### config.mk
export PLATFORM = sky130hd
export DESIGN_NAME = fault_status_regs
export DESIGN_NICKNAME = d
export VERILOG_FILES = /design/src/rtl/fsr_pkg.sv /design/src/rtl/fsr_live.sv /design/src/rtl/fsr_status_bank.sv /design/src/rtl/fsr_irq.sv /design/src/rtl/fault_status_regs.sv
export SDC_FILE = /design/constraint.sdc
export NUM_CORES = 1
export LEC_CHECK = 0
export ABC_CLOCK_PERIOD_IN_PS = 1410
export CAP_MARGIN = 0
export CORE_MARGIN = 4
export CORE_UTILIZATION = 45
export CTS_CLUSTER_SIZE = 28
export DETAILED_ROUTE_END_ITERATION = 8
export GPL_TIMING_DRIVEN = 1
export MAX_ROUTING_LAYER = met4
export PLACE_DENSITY = 0.87
export REMOVE_ABC_BUFFERS = 1
export SLEW_MARGIN = 5
export SYNTH_ARGS = -nofsm -noshare
export SYNTH_HDL_FRONTEND = slang
export SYNTH_SLANG_ARGS = --single-unit
export TNS_END_PERCENT = 30
### constraint.sdc
create_clock -name clk -period 1.41 [get_ports clk]
set_input_delay 0.2115 -clock clk [delete_from_list [all_inputs] [get_ports clk]]
set_output_delay 0.2115 -clock clk [all_outputs]
set_load 0.02 [all_outputs]
### src/rtl/fsr_pkg.sv
package fsr_pkg;
  // register addresses
  localparam int A_MASK  = 0;
  localparam int A_CFG   = 1;
  localparam int A_ID    = 2;
  localparam int A_STAT1 = 3;
  localparam int A_CHST  = 4;
  localparam int A_ADC1  = 6;

  localparam logic [7:0] CFG_RST = 8'h1F;

  // configuration and mask bit positions
  localparam int CFG_LIVE  = 4;
  localparam int MSK_TEST  = 7;
  localparam int MSK_ACC   = 6;
  localparam int MSK_TS    = 5;
  localparam int MSK_VDD   = 4;
  localparam int MSK_VIN   = 3;
  localparam int MSK_OC    = 2;
  localparam int MSK_OV    = 1;
  localparam int MSK_UV    = 0;

  // supply status bit positions
  localparam int S1_ISET  = 5;
  localparam int S1_ACC   = 4;
  localparam int S1_VINOV = 3;
  localparam int S1_VINUV = 2;
  localparam int S1_VDDOV = 1;
  localparam int S1_VDDUV = 0;
  localparam int S1_W     = 6;

  // channel nibble bit positions
  localparam int CN_TS = 3;
  localparam int CN_OC = 2;
  localparam int CN_OV = 1;
  localparam int CN_UV = 0;
endpackage

### src/rtl/fsr_live.sv
module fsr_live #(
  parameter int NUM_CH = 4
) (
  input  logic                  selftest,
  input  logic                  iset_flt,
  input  logic                  adc_done,
  input  logic                  vin_ov,
  input  logic                  vin_uv,
  input  logic                  vdd_ov,
  input  logic                  vdd_uv,
  input  logic [NUM_CH-1:0]     ch_ts,
  input  logic [NUM_CH-1:0]     ch_oc,
  input  logic [NUM_CH-1:0]     ch_ov,
  input  logic [NUM_CH-1:0]     ch_uv,
  output logic [5:0]            s1_live,
  output logic [4*NUM_CH-1:0]   ch_live
);
  import fsr_pkg::*;

  // self-test forces overvoltage high and hides undervoltage
  always_comb begin
    s1_live           = '0;
    s1_live[S1_ISET]  = iset_flt;
    s1_live[S1_ACC]   = adc_done;
    s1_live[S1_VINOV] = vin_ov | selftest;
    s1_live[S1_VINUV] = vin_uv & ~selftest;
    s1_live[S1_VDDOV] = vdd_ov | selftest;
    s1_live[S1_VDDUV] = vdd_uv & ~selftest;
  end

  for (genvar c = 0; c < NUM_CH; c++) begin : g_ch
    assign ch_live[4*c+CN_TS] = ch_ts[c];
    assign ch_live[4*c+CN_OC] = ch_oc[c];
    assign ch_live[4*c+CN_OV] = ch_ov[c] | selftest;
    assign ch_live[4*c+CN_UV] = ch_uv[c] & ~selftest;
  end
endmodule

### src/rtl/fsr_status_bank.sv
module fsr_status_bank #(
  parameter int W = 6
) (
  input  logic         clk,
  input  logic         rst_n,
  input  logic         upd_en,
  input  logic         live_mode,
  input  logic [W-1:0] live,
  input  logic [W-1:0] clr,
  output logic [W-1:0] q
);
  for (genvar b = 0; b < W; b++) begin : g_bit
    logic bit_q;
    always_ff @(posedge clk or negedge rst_n) begin
      if (!rst_n)
        bit_q <= 1'b0;
      else if (clr[b] && !live_mode)
        bit_q <= 1'b0;
      else if (upd_en)
        bit_q <= live_mode ? live[b] : (bit_q | live[b]);
    end
    assign q[b] = bit_q;
  end
endmodule

### src/rtl/fsr_irq.sv
module fsr_irq #(
  parameter int NUM_CH = 4
) (
  input  logic                en_pin,
  input  logic [6:0]          mask,
  input  logic [5:0]          s1,
  input  logic [4*NUM_CH-1:0] ch,
  output logic                irq_n
);
  import fsr_pkg::*;

  logic any_ts, any_oc, any_ov, any_uv, hit;

  always_comb begin
    any_ts = 1'b0;
    any_oc = 1'b0;
    any_ov = 1'b0;
    any_uv = 1'b0;
    for (int c = 0; c < NUM_CH; c++) begin
      any_ts = any_ts | ch[4*c+CN_TS];
      any_oc = any_oc | ch[4*c+CN_OC];
      any_ov = any_ov | ch[4*c+CN_OV];
      any_uv = any_uv | ch[4*c+CN_UV];
    end
    hit = s1[S1_ISET]
        | (s1[S1_ACC] & ~mask[MSK_ACC])
        | ((s1[S1_VDDOV] | s1[S1_VDDUV]) & ~mask[MSK_VDD])
        | ((s1[S1_VINOV] | s1[S1_VINUV]) & ~mask[MSK_VIN])
        | (any_ts & ~mask[MSK_TS])
        | (any_oc & ~mask[MSK_OC])
        | (any_ov & ~mask[MSK_OV])
        | (any_uv & ~mask[MSK_UV]);
    irq_n = ~(en_pin & hit);
  end
endmodule

### src/rtl/fault_status_regs.sv
module fault_status_regs #(
  parameter int         NUM_CH  = 4,    // 2 or 4 channels
  parameter int         ADDR_W  = 4,
  parameter logic [1:0] PART_ID = 2'b10,
  parameter logic [3:0] REV     = 4'h0
) (
  input  logic              clk,
  input  logic              rst_n,
  input  logic              en_pin,
  input  logic [NUM_CH-1:0] ch_ts,
  input  logic [NUM_CH-1:0] ch_oc,
  input  logic [NUM_CH-1:0] ch_ov,
  input  logic [NUM_CH-1:0] ch_uv,
  input  logic              iset_flt,
  input  logic              vin_ov,
  input  logic              vin_uv,
  input  logic              vdd_ov,
  input  logic              vdd_uv,
  input  logic              adc_done,
  input  logic              rd_en,
  input  logic              wr_en,
  input  logic [ADDR_W-1:0] addr,
  input  logic [7:0]        wdata,
  output logic [7:0]        rd_data,
  output logic              rd_valid,
  output logic              irq_n
);
  import fsr_pkg::*;

  localparam int CHW     = 4 * NUM_CH;
  localparam int CH_REGS = (NUM_CH + 1) / 2;

  logic [7:0]       mask_q, cfg_q;
  logic [S1_W-1:0]  s1_q, s1_live, s1_clr;
  logic [CHW-1:0]   ch_q, ch_live, ch_clr;
  logic             selftest, live_mode;
  logic [7:0]       rd_mux;
  logic [8*CH_REGS-1:0] ch_pad;

  assign live_mode = cfg_q[CFG_LIVE];
  assign selftest  = mask_q[MSK_TEST] & (cfg_q[3:0] == 4'h0) & en_pin;

  // configuration and mask registers
  always_ff @(posedge clk or negedge rst_n) begin
    if (!rst_n) begin
      mask_q <= 8'h00;
      cfg_q  <= CFG_RST;
    end else if (wr_en) begin
      if (addr == ADDR_W'(A_MASK)) mask_q <= wdata;
      if (addr == ADDR_W'(A_CFG))  cfg_q  <= wdata;
    end
  end

  fsr_live #(.NUM_CH(NUM_CH)) u_live (
    .selftest (selftest),
    .iset_flt (iset_flt),
    .adc_done (adc_done),
    .vin_ov   (vin_ov),
    .vin_uv   (vin_uv),
    .vdd_ov   (vdd_ov),
    .vdd_uv   (vdd_uv),
    .ch_ts    (ch_ts),
    .ch_oc    (ch_oc),
    .ch_ov    (ch_ov),
    .ch_uv    (ch_uv),
    .s1_live  (s1_live),
    .ch_live  (ch_live)
  );

  // read-clear selects: a read clears the register it returns
  always_comb begin
    s1_clr = (rd_en && addr == ADDR_W'(A_STAT1)) ? '1 : '0;
    if (rd_en && addr == ADDR_W'(A_ADC1))
      s1_clr[S1_ACC] = 1'b1;
  end

  for (genvar c = 0; c < NUM_CH; c++) begin : g_clr
    assign ch_clr[4*c +: 4] =
      {4{rd_en && (addr == ADDR_W'(A_CHST + c / 2))}};
  end

  fsr_status_bank #(.W(S1_W)) u_s1 (
    .clk       (clk),
    .rst_n     (rst_n),
    .upd_en    (en_pin),
    .live_mode (live_mode),
    .live      (s1_live),
    .clr       (s1_clr),
    .q         (s1_q)
  );

  fsr_status_bank #(.W(CHW)) u_ch (
    .clk       (clk),
    .rst_n     (rst_n),
    .upd_en    (en_pin),
    .live_mode (live_mode),
    .live      (ch_live),
    .clr       (ch_clr),
    .q         (ch_q)
  );

  fsr_irq #(.NUM_CH(NUM_CH)) u_irq (
    .en_pin (en_pin),
    .mask   (mask_q[6:0]),
    .s1     (s1_q),
    .ch     (ch_q),
    .irq_n  (irq_n)
  );

  // read multiplexer
  assign ch_pad = (8*CH_REGS)'(ch_q);

  always_comb begin
    int sel;
    sel    = int'(addr);
    rd_mux = 8'h00;
    if (sel == A_MASK)
      rd_mux = mask_q;
    else if (sel == A_CFG)
      rd_mux = cfg_q;
    else if (sel == A_ID)
      rd_mux = {2'b00, PART_ID, REV};
    else if (sel == A_STAT1)
      rd_mux = {2'b00, s1_q};
    else if (sel >= A_CHST && sel < A_CHST + CH_REGS)
      rd_mux = ch_pad[8*(sel-A_CHST) +: 8];
  end

  always_ff @(posedge clk or negedge rst_n) begin
    if (!rst_n) begin
      rd_data  <= 8'h00;
      rd_valid <= 1'b0;
    end else begin
      rd_valid <= rd_en;
      if (rd_en) rd_data <= rd_mux;
    end
  end
endmodule

# Yosys cells after proc, flatten, opt, wreduce, memory -nomap -nowiden
# Cells that the tools add are included.
[op_classes]
n_addsub = 1
order_cmp = 2
n_eq_ne = 8
shift = 1
muxes = 73
bitwise_logic = 74
n_reduce_logical = 27
[op_table]
columns = ["cell", "n"]
rows = [
  ["$mux 1", 67],
  ["$or 1x1->1", 49],
  ["$mux 8", 5],
  ["$eq 4x3->1 const B", 5],
  ["$and 1x1->1", 16],
  ["$reduce_bool 2->1", 8],
  ["$shiftx 16x8->8", 1],
  ["$logic_and 1x1->1", 13],
  ["$logic_not 4->1", 3],
  ["$not 1->1", 9],
  ["$eq 4x2->1 const B", 2],
  ["$mux 6", 1],
  ["$sub 4x3->5 const B", 1],
  ["$eq 4x1->1 const B", 1],
  ["$ge 4x3->1 const B", 1],
  ["$lt 4x3->1 const B", 1],
  ["$reduce_and 2->1", 2],
  ["$logic_not 1->1", 1],
]
[word_totals]
ff_bits = 47
in_bits = 39
output_inout_bits = 10
word_cells = 212

# Depth between registers and ports, before layout
# Gate-level depths: netlist of run 1.
[depth]
word_depth = 11
ltp_mapped = 6
mapped_depth_nobuf = 4

# Hierarchy
# From an unflattened synthesis of run 1, not the netlist that was laid out.
[unflattened]
cells_unflattened = 276
area_unflattened_um2 = 2947.8
[by_module_without_submodules]
columns = ["mod", "instances", "cells_each", "area_each_um2", "seq_area_each_um2"]
rows = [
  ["fault_status_regs", 1, 120, 1355.0, 631.9],
  ["fsr_status_bank (u_ch)", 1, 88, 978.4, 400.4],
  ["fsr_status_bank (u_s1)", 1, 33, 366.6, 150.1],
  ["fsr_live", 1, 23, 162.7, 0.0],
  ["fsr_irq", 1, 12, 85.1, 0.0],
]

# Worst setup path after synthesis of run 1
# No wires, ideal clock.
[synth_path]
path_type = "register to output"
from = "register u_ch.g_bit[5].bit_q"
to = "output port irq_n"
t_arrival_ns = 1.332
t_required_ns = 1.199
path_slack_ns = -0.134
path_stages_with_launch = 4
path_buffers = 0
path_cell_list = "dfrtp_1 > nor4_1 > o22ai_1 > o31ai_1"
[synth_between]
elab_chain_cells = 8
[synth_rtl]
columns = ["element", "line", "rtl"]
rows = [
  ["start, declared", "fsr_status_bank.sv:13", "logic bit_q;"],
  ["start signal, assigned", "fsr_status_bank.sv:20", "bit_q <= live_mode ? live[b] : (bit_q | live[b]);"],
  ["$or 1x1->1 (3 in a row)", "fsr_irq.sv:22", "any_ov = any_ov | ch[4*c+CN_OV];"],
  ["$and 1x1->1", "fsr_irq.sv:31", "| (any_ov & ~mask[MSK_OV])"],
  ["$or 1x1->1", "fsr_irq.sv:31", ""],
  ["$or 1x1->1", "fsr_irq.sv:32", "| (any_uv & ~mask[MSK_UV]);"],
  ["$and 1x1->1", "fsr_irq.sv:33", "irq_n = ~(en_pin & hit);"],
  ["$not 1->1", "fsr_irq.sv:33", ""],
  ["end, declared", "fault_status_regs.sv:26", "output logic irq_n"],
]
# No other way between the ends.

# Final worst setup path of run 1
[layout_path]
from = "register u_ch.g_bit[1].bit_q"
to = "output port irq_n"
[layout_between]
elab_chain_cells = 8
[layout_rtl]
columns = ["element", "line"]
rows = [
  ["start, declared", "fsr_status_bank.sv:13"],
  ["start signal, assigned", "fsr_status_bank.sv:20"],
  ["$or 1x1->1 (3 in a row)", "fsr_irq.sv:22"],
  ["$and 1x1->1", "fsr_irq.sv:31"],
  ["$or 1x1->1", "fsr_irq.sv:31"],
  ["$or 1x1->1", "fsr_irq.sv:32"],
  ["$and 1x1->1", "fsr_irq.sv:33"],
  ["$not 1->1", "fsr_irq.sv:33"],
]
# No other way between the ends.

==> results.rst, run 1 <==
.. list-table::
   :header-rows: 1

   * - Metric
     - Value
   * - Share of synthesized area occupied by flip-flops and latches
     - 51.7%
   * - I/O pin cnt
     - 49
   * - DRC Markers
     - 0
   * - Tightest Pin Transition
     - 365 ps
   * - TritonCTS buffer count
     - 5
   * - Cells after DPL
     - 365
   * - Via density per instance
     - 5.76
   * - RSZ-0062 raised after global routing
     - yes
   * - Number of standard cells in the final layout excluding fillers
     - 383
   * - Number of storage elements in the synthesis netlist
     - 47
   * - Setup TNS after final layout
     - -444 ps
   * - Worst VDD drop
     - 0.000660 V
   * - CTS tree
     - yes
   * - Commonest register cell after synthesis
     - sky130_fd_sc_hd__dfrtp_1
   * - Required time of the worst setup path
     - 1200 ps
   * - Storage cell area
     - 1180 um2
   * - Syn_area_per_cell
     - 11.0 um2
   * - Layout cell share with drive strength beyond 1
     - 34.2%
   * - Share of flip-flops with an asynchronous set or reset
     - 100%
   * - Count of input and output buffers
     - 48
   * - Launch point of the worst reg-to-reg path
     - cfg_q[4]
   * - Final setup skew
     - 6.34 ps
   * - Initial antenna violation count
     - 0
   * - Critical path type
     - reg2out
   * - Number of H-tree levels
     - 2
   * - Worst Setup Slack, final
     - -444 ps
   * - Largest delay contributor family on the critical path
     - flip-flops
   * - Violations in the final reports
     - negative setup slack
   * - Run status
     - finished, violations left
   * - Launch point of the critical path
     - u_ch.g_bit[1].bit_q
   * - DR WL/cell
     - 18.9 um
   * - Relative slew margins
     - 75.6%
   * - Worst Setup Slack post-DPL
     - -580 ps
   * - Final-report setup violation count
     - 1
   * - Number of synthesized flops with an enable pin
     - 0
   * - Maximum number of buffers from clock root to sink
     - 2
   * - Number of hold-slack violations in the final timing report
     - 0
   * - Pins over their slew limit
     - 0
   * - Critical-path cell with the highest stage delay
     - sky130_fd_sc_hd__dfrtp_1
   * - Die outline area
     - 6280 um2
   * - Cell variety after synth
     - 40
   * - Max stage delay on crit path
     - 420 ps
   * - DRT iter0 DRCs
     - 191
   * - Relative area change from synthesis to final layout
     - 51.3%
   * - Post-synthesis instance total
     - 207
   * - Number of diodes
     - 0
   * - Clock latency of the later-clocked register in the worst-skew pair
     - 300 ps
   * - Initial Util
     - 47.5%
   * - Area of the multi-input gates
     - 1120 um2
   * - Max Fanout on Critical Path
     - 2
   * - DRT Wirelength
     - 7.23 mm
   * - Count of max-cap constraint violations
     - 0
   * - Wire length of the first global-routing pass
     - 10.8 mm
   * - GRT overflow
     - 0
   * - Count of standard-cell rows
     - 25
   * - RePlAce Congestion
     - 0.915
   * - Number of logic stages on the critical path including buffering
     - 4
   * - Static leakage
     - 1.55 nW
   * - Overall track demand over capacity in global routing
     - 23.2%
   * - Placeable core region
     - 4820 um2
   * - Hold WS
     - 348 ps
   * - CTS Root Buffer Type
     - sky130_fd_sc_hd__clkbuf_8
   * - Crit path cell chain
     - nor4_2 > o22ai_1 > o31ai_2 > buf_4
   * - Net total in the final layout
     - 354
   * - Maximum number of pins on one net before global-route repair
     - 34
   * - Worst path bufs/invs
     - 1
   * - Number of sinks driven by the clock tree
     - 47
   * - Via count of the first global-routing pass
     - 2178
   * - Worst R2R Path Depth
     - 4
   * - Total via count in the routed design
     - 2205
   * - Minimum clock period
     - 1850 ps
   * - WP data arrival
     - 1640 ps
   * - FF-to-FF setup slack
     - 10 ps
   * - Fmax
     - 0.539 GHz
   * - Clock edge transition at the registers on the reported setup and hold paths
     - 80 ps
   * - X dimension of the die
     - 79.3 um
   * - Fraction of the cycle the final worst path needs
     - 131%
   * - Classification of the worst-slack hold path
     - in2async
   * - Synth warnings
     - 0
   * - Dpl hpwl
     - 4.95 mm
   * - Number of iterations in the first detailed-routing pass
     - 5
   * - Fill cell total of the finished layout
     - 343
   * - Number of routed nets with antenna violations
     - 0
   * - Crit path launch type
     - flop
   * - Die height
     - 79.3 um
   * - Cell area power density
     - 1130 nW/um2
   * - Total design power
     - 0.00390 W
   * - Cell area after synthesis
     - 2290 um2
   * - CP endpoint kind
     - output pin
report_power, final:
group / total [W] / switching (W) / leakage, nW / internal [W]
combinational: 0.00126 / 0.000541 / 0.971 / 0.000720
clock: 0.000789 / 0.000436 / 0.0395 / 0.000353
sequential: 0.00185 / 0.000210 / 0.537 / 0.00164
per-layer routing:
| layer | vias to the layer above | GRT usage [%] | wire length (um) |
|---|---|---|---|
| met5 | - | - | 0 |
| met4 | 0 | 7.73 | 216 |
| met3 | 28 | 5.33 | 478 |
| li1 | 983 | - | - |
| met2 | 128 | 37.5 | 3570 |
| met1 | 1066 | 28.8 | 2960 |
final timing paths:
check                                       end
setup / recovery                          irq_n
hold reg to reg                        cfg_q[7]
max in group asynchronous              cfg_q[1]
setup reg to reg           u_ch.g_bit[14].bit_q
min in group clk                       rd_valid
hold / removal             u_ch.g_bit[12].bit_q
cell usage after synthesis, types with 3 or more instances:
cell type                  number  area, um2
sky130_fd_sc_hd__o22ai_1        8       50.1
sky130_fd_sc_hd__o32a_1         5       50.1
sky130_fd_sc_hd__dfstp_2        5        131
sky130_fd_sc_hd__nor2_1        17       63.8
sky130_fd_sc_hd__a22o_1        12        105
sky130_fd_sc_hd__o21ai_0       10       50.1
sky130_fd_sc_hd__nor4_1         4       25.0
sky130_fd_sc_hd__mux2i_1        8       80.1
sky130_fd_sc_hd__dfrtp_1       42       1050
sky130_fd_sc_hd__a22oi_1        3       22.5
sky130_fd_sc_hd__clkbuf_1       4       15.0
sky130_fd_sc_hd__inv_1          7       26.3
sky130_fd_sc_hd__mux2_2        17        191
sky130_fd_sc_hd__a21oi_1        8       40.0
sky130_fd_sc_hd__nor3_1         3       15.0
sky130_fd_sc_hd__a21boi_0       5       37.5
sky130_fd_sc_hd__buf_2          3       15.0
sky130_fd_sc_hd__nand2_1       16       60.1
layout make-up:
cell class / count / area share, %
clock buffer: 8 / 2.32
inverter: 7 / 0.760
multi-input combinational: 143 / 32.4
sequential: 47 / 34.2
tap: 67 / 2.42
timing repair buffer: 111 / 27.9
registers in the layout, indices dropped and copies added (netlist names):
| signal | count |
|---|---|
| cfg_q | 8 |
| mask_q | 8 |
| rd_data | 8 |
| rd_valid | 1 |
| u_ch.g_bit.bit_q | 16 |
| u_s1.g_bit.bit_q | 6 |
what timing repair did:
action                                  4_1_cts  5_1_grt
pin swaps                                     6        7
hold buffers                                  1        0
cloned                                        1        2
resized for setup                            30       16
endpoints found under the setup margin       49       17
buffers inserted                              1        5
endpoints found under the hold margin        14        0
placed cells by master (no fill, tap or decap), types with 5 or more instances in the layout:
| cell | n |
|---|---|
| sky130_fd_sc_hd__buf_4 | 53 |
| sky130_fd_sc_hd__dfrtp_1 | 42 |
| sky130_fd_sc_hd__clkdlybuf4s50_1 | 31 |
| sky130_fd_sc_hd__nor2_1 | 17 |
| sky130_fd_sc_hd__mux2_2 | 17 |
| sky130_fd_sc_hd__nand2_1 | 16 |
| sky130_fd_sc_hd__dlygate4sd2_1 | 13 |
| sky130_fd_sc_hd__a22o_1 | 12 |
| sky130_fd_sc_hd__o22ai_1 | 8 |
| sky130_fd_sc_hd__mux2i_1 | 8 |
| sky130_fd_sc_hd__o21ai_0 | 8 |
| sky130_fd_sc_hd__inv_1 | 7 |
| sky130_fd_sc_hd__a21oi_1 | 7 |
| sky130_fd_sc_hd__buf_6 | 6 |
| sky130_fd_sc_hd__a21boi_0 | 5 |
| sky130_fd_sc_hd__o32a_1 | 5 |
| sky130_fd_sc_hd__dfstp_2 | 5 |
| sky130_fd_sc_hd__clkbuf_8 | 5 |
metrics by stage:
stage / utilization (%) / cell area [um2]
after global placement: 66.3 / 3200
after floorplan: - / 2230
final: 71.8 / 3460
after detailed placement: 66.3 / 3200
after global routing: 71.8 / 3460
after CTS: 69.2 / 3330
kinds of logic (layout without fill, tap and decap cells):
logic type	count (synthesis)	in the layout	synth area share [%]
AOI/OAI and AO/OA	61	61	19.2
buffers and inverters	17	126	3.78
DFF	47	47	51.7
muxes	25	25	11.9
and+or+nand+nor	57	57	13.4
Power figures use the tool's default switching activity.
==> inputs of run 2 (changes only) <==
- CORE_MARGIN: 4 -> 3
- MAX_ROUTING_LAYER: met4 -> not set
==> run 2 against run 1 <==
The flow still finishes with violations (negative setup slack). Largest power group unchanged. Die area fell by 5.0%. Critical path depth did not move. Highest routed layer unchanged. Design area fell by 3.1%. Worst setup slack improved by 55 ps. Global-route usage fell by 0.32 points.
==> results.rst, run 2 (synthesis results as in run 1) <==
.. list-table::
   :header-rows: 1

   * - Metric
     - Value
   * - Total via count in the routed design
     - 2066 (-6.3%)
   * - Logic gate share of total power
     - 31.1% (-1.2 points)
   * - Relative slew margins
     - 66.9% (-8.8 points)
   * - Maximum number of buffers from clock root to sink
     - 2 (unchanged)
   * - Hold WS
     - 348 ps (+0.676 ps)
   * - RePlAce Congestion
     - 0.937 (+2.4%)
   * - RSZ-0062 raised after global routing
     - yes
   * - Number of H-tree levels
     - 2 (unchanged)
   * - Fill cell total of the finished layout
     - 362 (+5.5%)
   * - Run status
     - finished, violations left
   * - Overall track demand over capacity in global routing
     - 22.8% (-0.32 points)
   * - Via count of the first global-routing pass
     - 2160 (-0.83%)
   * - CP endpoint kind
     - output pin
   * - CTS tree
     - yes
   * - Largest register FFs
     - 16 (unchanged)
   * - Clock latency of the later-clocked register in the worst-skew pair
     - 310 ps (about the same)
   * - Violations in the final reports
     - negative setup slack
   * - Number of sinks driven by the clock tree
     - 47 (unchanged)
   * - Max Fanout on Critical Path
     - 2 (unchanged)
   * - Worst Setup Slack, final
     - -389 ps (+55.1 ps)
   * - Relative area change from synthesis to final layout
     - 46.5%
   * - Switching share of power
     - 30.0% (-0.43 points)
   * - Number of diodes
     - 0 (unchanged)
   * - X dimension of the die
     - 77.3 um (-2.5%)
   * - Static leakage
     - 1.48 nW (-4.4%)
   * - Classification of the worst-slack hold path
     - in2reg
   * - DRT iter0 DRCs
     - 207 (+8.4%)
   * - Crit path launch type
     - flop
   * - Crit path cell chain
     - nor4_2 > o22ai_1 > o31ai_1 > buf_2
   * - Setup TNS after final layout
     - -389 ps (+55.1 ps)
   * - Number of iterations in the first detailed-routing pass
     - 4 (-1)
   * - Net total in the final layout
     - 343 (-3.1%)
   * - Final setup skew
     - 8.21 ps (+1.87 ps)
   * - Clock edge transition at the registers on the reported setup and hold paths
     - 90 ps (about the same)
   * - Dpl hpwl
     - 4.86 mm (-1.7%)
   * - Area of the multi-input gates
     - 1100 um2 (-1.5%)
   * - Commonest non-fill, non-tap cells in the layout
     - 47 x sky130_fd_sc_hd__buf_4, 42 x sky130_fd_sc_hd__dfrtp_1, 31 x sky130_fd_sc_hd__clkdlybuf4s50_1, 17 x sky130_fd_sc_hd__nor2_1, 17 x sky130_fd_sc_hd__mux2_2
   * - Switching power total
     - 0.00115 W (-3.2%)
   * - Wire length of the first global-routing pass
     - 10.7 mm (-0.90%)
   * - Sequential group share of total power
     - 48.2% (+0.7 points)
   * - DR WL/cell
     - 17.3 um (-8.5%)
   * - Pins over their slew limit
     - 0 (unchanged)
   * - Largest delay contributor family on the critical path
     - flip-flops
   * - Cell internal pwr
     - 0.00269 W (-1.2%)
   * - Initial antenna violation count
     - 0 (unchanged)
   * - Cell area power density
     - 1140 nW/um2 (+1.4%)
   * - Number of routed nets with antenna violations
     - 0 (unchanged)
   * - Worst path bufs/invs
     - 1 (unchanged)
   * - DRT Wirelength
     - 6.42 mm (-11%)
   * - TritonCTS buffer count
     - 5 (unchanged)
   * - Number of hold-slack violations in the final timing report
     - 0 (unchanged)
   * - Required time of the worst setup path
     - 1200 ps (about the same)
   * - Leading cell type in the layout, fill and taps excluded
     - sky130_fd_sc_hd__buf_4
   * - Number of post-CTS setup repair buffers
     - 0 (-1)
   * - Count of max-cap constraint violations
     - 0 (unchanged)
   * - Count of input and output buffers
     - 48 (unchanged)
   * - Tightest Pin Transition
     - 497 ps (+132 ps)
   * - Minimum clock period
     - 1800 ps (-55.1 ps)
   * - Worst VDD drop
     - 0.000787 V (+19%)
   * - I/O pin cnt
     - 49 (unchanged)
   * - Die height
     - 77.3 um (-2.5%)
   * - Fmax
     - 0.556 GHz (+3.1%)
   * - Share of total power in the clock network
     - 20.7% (+0.5 points)
   * - Placeable core region
     - 4820 um2 (unchanged)
   * - Max stage delay on crit path
     - 400 ps (-20 ps)
   * - Largest register by flop count
     - u_ch.g_bit.bit_q
   * - GRT overflow
     - 0 (unchanged)
   * - CTS Root Buffer Type
     - sky130_fd_sc_hd__clkbuf_8
   * - Critical-path cell with the highest stage delay
     - sky130_fd_sc_hd__dfrtp_1
   * - Die outline area
     - 5970 um2 (-5.0%)
   * - Fraction of the cycle the final worst path needs
     - 128% (-3.9 points)
   * - Initial Util
     - 47.5% (unchanged)
   * - Critical path type
     - reg2out
   * - Layout cell share with drive strength beyond 1
     - 31.5% (-2.7 points)
   * - Maximum number of pins on one net before global-route repair
     - 23 (-32%)
   * - Final-report setup violation count
     - 1 (unchanged)
   * - Count of standard-cell rows
     - 25 (unchanged)
   * - DRC Markers
     - 0 (unchanged)
   * - WP data arrival
     - 1590 ps (-50 ps)
   * - Via density per instance
     - 5.55 (-3.5%)
   * - Storage cell area
     - 1180 um2 (unchanged)
==> run 2: cell types whose count changed in the layout (fill, tap and decap cells not counted), moves of 2 or more <==
cell,previous run,this run
sky130_fd_sc_hd__buf_4,53,47
sky130_fd_sc_hd__buf_2,4,2
sky130_fd_sc_hd__o21ai_0,8,10
sky130_fd_sc_hd__buf_6,6,3
==> run 2: final timing paths <==
kind | start | endpoint | slack (ps) | depth (start not counted)
worst max register to register | cfg_q[4] | u_ch.g_bit[10].bit_q | 10 | 5
min in group asynchronous | rst_n | rd_data[3] | 410 | 2
worst min-delay path | rd_en | rd_valid | 350 | 2
max in group asynchronous | rst_n | u_ch.g_bit[3].bit_q | 520 | 3
worst min register to register | cfg_q[5] | cfg_q[5] | 520 | 1
worst max-delay path | u_ch.g_bit[12].bit_q | irq_n | -390 | 4
==> run 2: layout make-up <==
| type | instances | area share [%] |
|---|---|---|
| flip-flops and latches | 47 | 35.3 |
| well taps | 67 | 2.50 |
| repair buffers | 100 | 26.0 |
| multi-input cells | 143 | 33.0 |
| clock buffers | 8 | 2.39 |
| inverters | 7 | 0.784 |
==> run 2: layer usage <==
layer	routed length (um)	GRT usage [%]
met1	2720	29.8
met2	3140	36.4
met3	381	5.87
met4	173	8.90
met5	0	0
==> run 2: what timing repair did <==
| action | in CTS | in global routing |
|---|---|---|
| gates resized for setup | 31 | 7 |
| pin swaps | 6 | 4 |
| hold buffers | 1 | 0 |
| hold endpoints to repair | 14 | 0 |
| setup endpoints to repair | 41 | 14 |
==> run 2: through the flow <==
stage | util (%) | area (um2) | worst slack (ps) | power [W] | cells
final | 69.5 | 3350 | -389 | 0.00383 | 372
after global routing | 69.5 | 3350 | -475 | 0.00403 | 372
after CTS | 68.7 | 3310 | -411 | 0.00381 | 372
after detailed placement | 66.0 | 3180 | -576 | 0.00302 | 363
after global placement | 66.0 | 3180 | -578 | 0.00297 | 363
after floorplan | - | 2230 | -134 | 0.00229 | 197
==> run 2: power by group through the flow <==
stage / combinational [W] / clock (W) / sequential, W
floorplan: 0.000440 / 0 / 0.00185
global placement: 0.00113 / 0 / 0.00183
detailed placement: 0.00117 / 0 / 0.00185
CTS: 0.00117 / 0.000801 / 0.00184
global route: 0.00130 / 0.000865 / 0.00187
finish: 0.00119 / 0.000793 / 0.00185
